--- src/rtl/pinchg_pkg.sv ---
package pinchg_pkg;
  localparam int unsigned SEL_ADDR  = 'h10;
  localparam int unsigned FLAG_ADDR = 'h11;
  localparam int unsigned ENA_ADDR  = 'h12;
endpackage

--- src/rtl/pinchg_rst_sync.sv ---
module pinchg_rst_sync (
  input  logic clk,
  input  logic rst_n_i,
  output logic rst_n_o
);
  logic [1:0] stage_q;

  always_ff @(posedge clk or negedge rst_n_i) begin
    if (!rst_n_i) stage_q <= 2'b00;
    else          stage_q <= {stage_q[0], 1'b1};
  end

  assign rst_n_o = stage_q[1];
endmodule

--- src/rtl/pinchg_sync.sv ---
module pinchg_sync #(
  parameter int NPINS = 4
) (
  input  logic             clk,
  input  logic             rst_n,
  input  logic [NPINS-1:0] pin_i,
  output logic [NPINS-1:0] chg_o
);
  logic [NPINS-1:0] meta_q, lvl_q, prev_q;

  for (genvar i = 0; i < NPINS; i++) begin : g_pin
    always_ff @(posedge clk or negedge rst_n) begin
      if (!rst_n) begin
        meta_q[i] <= 1'b0;
        lvl_q[i]  <= 1'b0;
        prev_q[i] <= 1'b0;
      end else begin
        meta_q[i] <= pin_i[i];
        lvl_q[i]  <= meta_q[i];
        prev_q[i] <= lvl_q[i];
      end
    end
    assign chg_o[i] = lvl_q[i] ^ prev_q[i];
  end
endmodule

--- src/rtl/pinchg_regs.sv ---
module pinchg_regs
  import pinchg_pkg::*;
#(
  parameter int NPINS = 4,
  parameter int AW    = 6,
  parameter int DW    = 8
) (
  input  logic             clk,
  input  logic             rst_n,
  input  logic [AW-1:0]    addr_i,
  input  logic             wr_en_i,
  input  logic [DW-1:0]    wr_data_i,
  input  logic             rd_en_i,
  output logic [DW-1:0]    rd_data_o,
  input  logic [NPINS-1:0] chg_i,
  input  logic             ack_i,
  output logic [NPINS-1:0] sel_o,
  output logic             ena_o,
  output logic             flag_o
);
  logic [NPINS-1:0] sel_q, sel_d;
  logic             ena_q, ena_d, flag_q, flag_d;
  logic             sel_we, ena_we, flag_we;
  logic             hit_sel, hit_ena, hit_flag;
  logic             set_evt, clr_evt;

  assign hit_sel  = (addr_i == AW'(SEL_ADDR));
  assign hit_ena  = (addr_i == AW'(ENA_ADDR));
  assign hit_flag = (addr_i == AW'(FLAG_ADDR));

  always_comb begin
    sel_we  = wr_en_i && hit_sel;
    ena_we  = wr_en_i && hit_ena;
    sel_d   = wr_data_i[NPINS-1:0];
    ena_d   = wr_data_i[0];
    set_evt = |(chg_i & sel_q);
    clr_evt = ack_i || (wr_en_i && hit_flag && wr_data_i[0]);
    flag_we = set_evt || clr_evt;
    flag_d  = set_evt;
  end

  always_ff @(posedge clk or negedge rst_n) begin
    if (!rst_n) begin
      sel_q  <= '0;
      ena_q  <= 1'b0;
      flag_q <= 1'b0;
    end else begin
      if (sel_we)  sel_q  <= sel_d;
      if (ena_we)  ena_q  <= ena_d;
      if (flag_we) flag_q <= flag_d;
    end
  end

  always_comb begin
    rd_data_o = '0;
    if (rd_en_i) begin
      if (hit_sel)       rd_data_o = {{(DW-NPINS){1'b0}}, sel_q};
      else if (hit_ena)  rd_data_o = {{(DW-1){1'b0}}, ena_q};
      else if (hit_flag) rd_data_o = {{(DW-1){1'b0}}, flag_q};
    end
  end

  assign sel_o  = sel_q;
  assign ena_o  = ena_q;
  assign flag_o = flag_q;
endmodule

--- src/rtl/pinchg_irq.sv ---
module pinchg_irq #(
  parameter int NPINS = 4,
  parameter int AW    = 6,
  parameter int DW    = 8
) (
  input  logic             clk,
  input  logic             rst_n,
  input  logic [NPINS-1:0] pin_i,
  input  logic [AW-1:0]    addr_i,
  input  logic             wr_en_i,
  input  logic [DW-1:0]    wr_data_i,
  input  logic             rd_en_i,
  output logic [DW-1:0]    rd_data_o,
  input  logic             gie_i,
  input  logic             ack_i,
  output logic             irq_o
);
  logic             srst_n;
  logic [NPINS-1:0] chg_w, sel_w;
  logic             ena_w, flag_w;

  pinchg_rst_sync u_rst (
    .clk     (clk),
    .rst_n_i (rst_n),
    .rst_n_o (srst_n)
  );

  pinchg_sync #(.NPINS(NPINS)) u_sync (
    .clk   (clk),
    .rst_n (srst_n),
    .pin_i (pin_i),
    .chg_o (chg_w)
  );

  pinchg_regs #(.NPINS(NPINS), .AW(AW), .DW(DW)) u_regs (
    .clk       (clk),
    .rst_n     (srst_n),
    .addr_i    (addr_i),
    .wr_en_i   (wr_en_i),
    .wr_data_i (wr_data_i),
    .rd_en_i   (rd_en_i),
    .rd_data_o (rd_data_o),
    .chg_i     (chg_w),
    .ack_i     (ack_i),
    .sel_o     (sel_w),
    .ena_o     (ena_w),
    .flag_o    (flag_w)
  );

  assign irq_o = flag_w & ena_w & gie_i;
endmodule

--- config.mk ---
export PLATFORM = sky130hd
export DESIGN_NAME = pinchg_irq
export DESIGN_NICKNAME = d
export VERILOG_FILES = /design/src/rtl/pinchg_pkg.sv /design/src/rtl/pinchg_rst_sync.sv /design/src/rtl/pinchg_sync.sv /design/src/rtl/pinchg_regs.sv /design/src/rtl/pinchg_irq.sv
export SDC_FILE = /design/constraint.sdc
export NUM_CORES = 1
export LEC_CHECK = 0
export ABC_CLOCK_PERIOD_IN_PS = 2500
export CAP_MARGIN = 0
export CORE_MARGIN = 4
export CORE_UTILIZATION = 43
export DETAILED_ROUTE_END_ITERATION = 16
export GPL_TIMING_DRIVEN = 0
export MAX_ROUTING_LAYER = met4
export PLACE_DENSITY = 0.78
export SYNTH_ARGS = -nofsm -noshare
export SYNTH_HDL_FRONTEND = slang
export SYNTH_SLANG_ARGS = --single-unit
--- constraint.sdc ---
create_clock -name clk -period 2.5 [get_ports clk]
set_input_delay 0.5 -clock clk [delete_from_list [all_inputs] [get_ports clk]]
set_output_delay 0.5 -clock clk [all_outputs]
set_load 0.1 [all_outputs]
==> results of run 1 <==
-- cell usage after synthesis (2+ instances only) --
library cell,instances
a22oi_1,2
buf_4,4
conb_1,2
dfrtp_1,20
inv_1,3
mux2_2,5
nand3_1,2
nor2_1,4
xor2_1,4
-- cell type report --
cell class	count	share of cell area (%)
Timing Repair Buffer	24	22.15
Buffer	4	2.768
Inverter	3	1.038
Tap cell	25	2.884
Sequential cell	20	46.14
Clock buffer	3	2.076
Multi-Input combinational cell	32	22.95
-- registers in the layout (all words and copies together) (netlist names) --
name           flops
u_regs.ena_o       1
u_rst.stage_q      2
u_sync.prev_q      4
u_sync.lvl_q       4
u_regs.sel_o       4
u_sync.meta_q      4
u_regs.flag_o      1
-- logic make-up after synthesis --
kind of cell,Yosys count,synth area share (%)
other,2,0.9634
xor gates and xnor gates,4,4.494
muxes,6,8.507
and+or+nand+nor,13,12.04
AOI/OAI and AO/OA,4,4.494
DFF,20,64.21
buffers and inverters,7,5.297
-- metrics by stage --
stage | instances | TNS, ns | instance area (um^2) | worst slack, ns | hold slack (ns)
finish | 111 | 0 | 1085 | 0.05167 | 0.2881
global route | 111 | 0 | 1085 | 0.002054 | 0.3532
CTS | 111 | 0 | 1075 | 0.008874 | 0.3152
detailed placement | 108 | -3.392 | 1062 | -0.8541 | 0.3132
global placement | 108 | -3.316 | 1062 | -0.8036 | 0.2938
floorplan | 59 | -0.8279 | 790.8 | -0.2760 | 0.2044
-- worst paths after layout --
check	start	end	slack, ns
setup / recovery	addr_i[3]	rd_data_o[3]	0.05
hold / removal	u_rst.stage_q[1]	u_sync.meta_q[1]	0.29
setup reg to reg	u_sync.lvl_q[2]	u_regs.flag_o	1.54
hold reg to reg	u_rst.stage_q[1]	u_sync.meta_q[1]	0.29
max in group asynchronous	u_rst.stage_q[1]	u_sync.prev_q[3]	1.78
min in group clk	u_sync.meta_q[3]	u_sync.lvl_q[3]	0.36
-- what timing repair did --
action                     in CTS  in global routing
gates resized for setup        25                  3
setup endpoints to repair       5                  3
buffers inserted                0                  0
-- layer usage --
metal	up-vias	track usage (%)	share of wire, %
met1	233	12.43	41
met3	0	3.264	11
li1	241	-	-
met5	-	-	0
met2	24	20.65	48
met4	0	4.036	0
-- power by group --
| part | total [mW] | switching (mW) | internal (mW) | leakage, nW |
|---|---|---|---|---|
| Combinational | 0.112 | 0.0571 | 0.0551 | 0.241 |
| Clock | 0.138 | 0.0820 | 0.0559 | 0.0138 |
| Sequential | 0.372 | 0.0210 | 0.350 | 0.242 |
==> reports/metrics.yaml, run 1 <==
run_status:
  outcome: "finished, final reports clean"
die:
  initial_core_util_pct: 45.14
  pin_count: 33
  die_w_um: 50.58
  rows: 15
  die_y_um: 50.58
  dieArea_um2: 2558
  core_um2: 1727
logic_synthesis:
  ys_types: 19
  syn_inst: 56
  ys.flop_type: "dfrtp_1"
  synth_top_cell_by_area: "dfrtp_1"
  syn_area_um2: 779.5
  ys_ff_latch: 20
  synth-edff-count: 0
  seq_area_frac_synth_pct: 64.21
  synth.top_cell.area_share_pct: 64.21
  yosys_warnings: 0
  synth_area_leaders: "dfrtp_1 64%, mux2_2 7.2%, xor2_1 4.5%"
  avgSynthCellArea_um2: 13.92
  async_reset_ff_share_pct: 100.0
clocking:
  htree_levels: 1
  cts_tree: "done"
  path_clk_slew_ns: 0.10
  root_buffer: "clkbuf_4"
  hold_buffers: 0
  clockBufferDepth: 2
  cts_made_buffers: 3
  clkSinkCount: 20
  insertion_delay_ns: 0.28
drt:
  routed_wl_mm: 1.323
  drt_pass1_iterations: 4
  post-route-drc-count: 0
  drt_iter0_drc: 4
  wl_per_cell_um: 11.92
  dr_total_vias: 498
  via_per_inst: 4.486
  ant_nets: 0
timing:
  fin_worst_skew_ns: 0.002271
  min_period_over_period_pct: 97.93
  timing.fmax_mhz: 408.4
  drv_slew: 0
  min_period_ns: 2.448
  rsz0062_at_grt: "no"
  finalHoldViolCount: 0
  relSlewSlack_pct: 36.83
  setup_viol: 0
  worst_slew_pin_slew_ns: 0.9513
finish:
  synthToLayoutAreaGrowth_pct: 39.17
  drive_gt1_share_pct: 23.26
  antennaDiodeCount: 0
  fin_util_pct: 62.83
  multi_input_area_um2: 249.0
  seq_area_um2: 500.5
  fin_nets: 112
  layout_commonest_cell: "dfrtp_1"
  layout_common_cells: "20 x dfrtp_1, 19 x clkdlybuf4s50_1, 5 x mux2_2, 5 x conb_1"
  fill_cells: 153
critical_path:
  crit_path_end_kind: "output port"
  crit_type: "primary input to output port"
  worstPathMaxFanout: 5
  reg2reg_depth: 3
  worstPathCellList: "clkdlybuf4s50_1, nor4b_4, nand3_1, nor2_1, buf_6"
  cpLargestDelayFamily: "simple AND/OR/NAND/NOR gates"
  slowest_stage: "clkdlybuf4s50_1"
  cp.required_ns: 2.00
  cpPeakStageDelay_ns: 0.44
  crit_cells: 5
  arrival_ns: 1.95
  cp_num_buf_inv: 2
  critPathLaunchType: "primary input"
power:
  leakage_nw: 0.4963
  p_per_area_nw_per_um2: 573.0
  peakVddDrop_v: 0.0003257
  finalPower_mw: 0.6215
global_route:
  grt_pass1_vias: 528
  antenna_found_initial: 0
  track_usage_pct: 11.67
  grt_max_degree: 19
  grt_pass1_wl_mm: 2.201
  grt_overflow: 0
place:
  place.gp.congestion: 0.7472
  place_hpwl_mm: 1.071
  portBuffers: 24
job:
  maxCapViolCount: 0
worst_hold_path:
  worstHoldPathType: "register to asynchronous set/reset pin"
Note: power is estimated with default switching activity, not from simulation.
==> run 2, diff against run 1 <==
--- a/config.mk
+++ b/config.mk
@@ -7,7 +7,6 @@
 export LEC_CHECK = 0
 export ABC_CLOCK_PERIOD_IN_PS = 2500
 export CAP_MARGIN = 0
-export CORE_MARGIN = 4
 export CORE_UTILIZATION = 43
 export DETAILED_ROUTE_END_ITERATION = 16
 export GPL_TIMING_DRIVEN = 0
==> reports/metrics.yaml, run 2 (same netlist as run 1, synthesis figures left out) <==
drt:
  drt_iter0_drc: 1  # -3
  routed_wl_mm: 1.287  # -2.7%
  via_per_inst: 4.491  # +0.11%
  drt_pass1_iterations: 2  # -2
  dr_total_vias: 512  # +2.8%
  ant_nets: 0  # unchanged
  wl_per_cell_um: 11.29  # -5.3%
  post-route-drc-count: 0  # unchanged
worst_hold_path:
  worstHoldPathType: "register to asynchronous set/reset pin"
clocking:
  clkSinkCount: 20  # unchanged
  hold_buffers: 0  # unchanged
  insertion_delay_ns: 0.29  # about the same
  clockBufferDepth: 2  # unchanged
  root_buffer: "clkbuf_4"
  path_clk_slew_ns: 0.10  # about the same
  cts_made_buffers: 3  # unchanged
  htree_levels: 1  # unchanged
  cts_tree: "done"
timing:
  min_period_ns: 2.444  # -0.004477 ns
  min_period_over_period_pct: 97.75  # -0.18 points
  rsz0062_at_grt: "no"
  setup_viol: 0  # unchanged
  drv_slew: 0  # unchanged
  finalHoldViolCount: 0  # unchanged
  worst_slew_pin_slew_ns: 0.9489  # -0.002453 ns
  relSlewSlack_pct: 36.99  # +0.16 points
  fin_worst_skew_ns: 0.007316  # +0.005046 ns
  timing.fmax_mhz: 409.2  # +0.18%
power:
  finalPower_mw: 0.6598  # +6.2%
  p_per_area_nw_per_um2: 592.5  # +3.4%
  leakage_nw: 0.5148  # +3.7%
  peakVddDrop_v: 0.0004382  # +35%
place:
  place_hpwl_um: 992.2  # -7.4%
  place.gp.congestion: 0.6342  # -15%
  portBuffers: 24  # unchanged
finish:
  synthToLayoutAreaGrowth_pct: 42.86
  fin_nets: 114  # +1.8%
  seq_area_um2: 500.5  # unchanged
  fin_util_pct: 65.20  # +2.4 points
  multi_input_area_um2: 249.0  # unchanged
  fill_cells: 134  # -12%
  drive_gt1_share_pct: 25.84  # +2.6 points
  antennaDiodeCount: 0  # unchanged
  layout_common_cells: "20 x dfrtp_1, 19 x clkdlybuf4s50_1, 7 x buf_4"
  layout_commonest_cell: "dfrtp_1"
die:
  die_w_um: 44.58  # -12%
  initial_core_util_pct: 45.64  # +0.50 points
  rows: 15  # unchanged
  pin_count: 33  # unchanged
  dieArea_um2: 1987  # -22%
  core_um2: 1708  # -1.1%
  die_y_um: 44.58  # -12%
critical_path:
  cpLargestDelayFamily: "buffers and inverters"
  worstPathMaxFanout: 1  # -4
  cpPeakStageDelay_ns: 0.85  # +0.41 ns
  cp.required_ns: 2.00  # about the same
  arrival_ns: 1.94  # about the same
  critPathLaunchType: "primary input"
  crit_type: "primary input to output port"
  worstPathCellList: "clkdlybuf4s50_1, and3_1, dlygate4sd2_1"
  cp_num_buf_inv: 2  # unchanged
  slowest_stage: "dlygate4sd2_1"
  crit_path_end_kind: "output port"
job:
  maxCapViolCount: 0  # unchanged
global_route:
  grt_pass1_vias: 524  # -0.76%
  grt_max_degree: 19  # unchanged
  track_usage_pct: 14.95  # +3.3 points
  use_met3_pct: 4.898  # +1.6 points
  grtUsageMet1_pct: 15.24  # +2.8 points
  grt_pass1_wl_mm: 2.028  # -7.9%
  antenna_found_initial: 0  # unchanged
  use_met2_pct: 25.59  # +4.9 points
  grt_overflow: 0  # unchanged
  grt_busiest_layer: "met2"
run_status:
  outcome: "finished, final reports clean"
[run 2: changes by cell type in the layout (fill, tap and decap cells not counted)]
| cell | change |
|---|---|
| buf_4 | +3 |
| clkbuf_4 | -1 |
| clkbuf_8 | +1 |
[run 2: metrics by stage]
stage                     TNS, ns  hold WS, ns  setup WS, ns  cell area (um^2)  std cells
final                           0       0.2917       0.05615              1114        114
after global placement     -3.298       0.2946       -0.7997              1062        108
after global routing            0       0.3397       0.01758              1114        114
after floorplan           -0.8279       0.2044       -0.2760             790.8         59
after detailed placement   -3.490       0.3147       -0.8480              1062        108
after CTS                       0       0.3222       0.01434              1099        112
[run 2: layout make-up]
type                    instances  share of cell area, %
repair buffers                 26                  22.92
clock buffers                   4                  3.258
multi-input cells              32                  22.36
inverters                       3                  1.011
plain buffers                   4                  2.697
well taps                      25                  2.809
flip-flops and latches         20                  44.94
[run 2: routing by layer]
layer / share of wire (%) / vias up
li1: - / 250
met1: 39 / 236
met2: 50 / 24
met3: 10 / 2
met4: 0.70 / 0
met5: 0 / -
[run 2: where the power goes]
part           internal [mW]  switching (mW)
logic                 0.0562          0.0578
clock network         0.0886          0.0862
registers              0.350          0.0206
total                  0.495           0.165
[run 2: worst paths after layout]
| check | slack (ns) | startpoint | endpoint | depth (start not counted) |
|---|---|---|---|---|
| min in group clk | 0.36 | u_sync.meta_q[3] | u_sync.lvl_q[3] | 0 |
| min reg2reg | 0.29 | u_rst.stage_q[1] | u_regs.sel_o[0] | 0 |
| max | 0.06 | gie_i | irq_o | 3 |
| max reg2reg | 1.53 | u_sync.lvl_q[2] | u_regs.flag_o | 3 |
| max in group asynchronous | 1.77 | u_rst.stage_q[1] | u_regs.sel_o[3] | 0 |
| min | 0.29 | u_rst.stage_q[1] | u_regs.sel_o[0] | 0 |
[run 2: what timing repair did]
item                                    4_1_cts  5_1_grt
pin swaps                                     0        1
endpoints found under the setup margin        5        3
buffers inserted                              0        2
resized for setup                            28        0
==> run 3, diff against run 2 <==
--- a/config.mk
+++ b/config.mk
@@ -12,6 +12,7 @@
 export GPL_TIMING_DRIVEN = 0
 export MAX_ROUTING_LAYER = met4
 export PLACE_DENSITY = 0.78
+export SKIP_LAST_GASP = 1
 export SYNTH_ARGS = -nofsm -noshare
 export SYNTH_HDL_FRONTEND = slang
 export SYNTH_SLANG_ARGS = --single-unit
==> results of run 3 <==
No change in the layout: final DEF, timing and power equal those of run 2.
Main changes from that run: number of gates resized after CTS 28 -> 26; wire length of the first global-routing pass 2028 um -> 2042 um; via count of the first global-routing pass 524 -> 526; overall routing resource usage 14.95% -> 15.04%; met1 usage 15.24% -> 15.51%
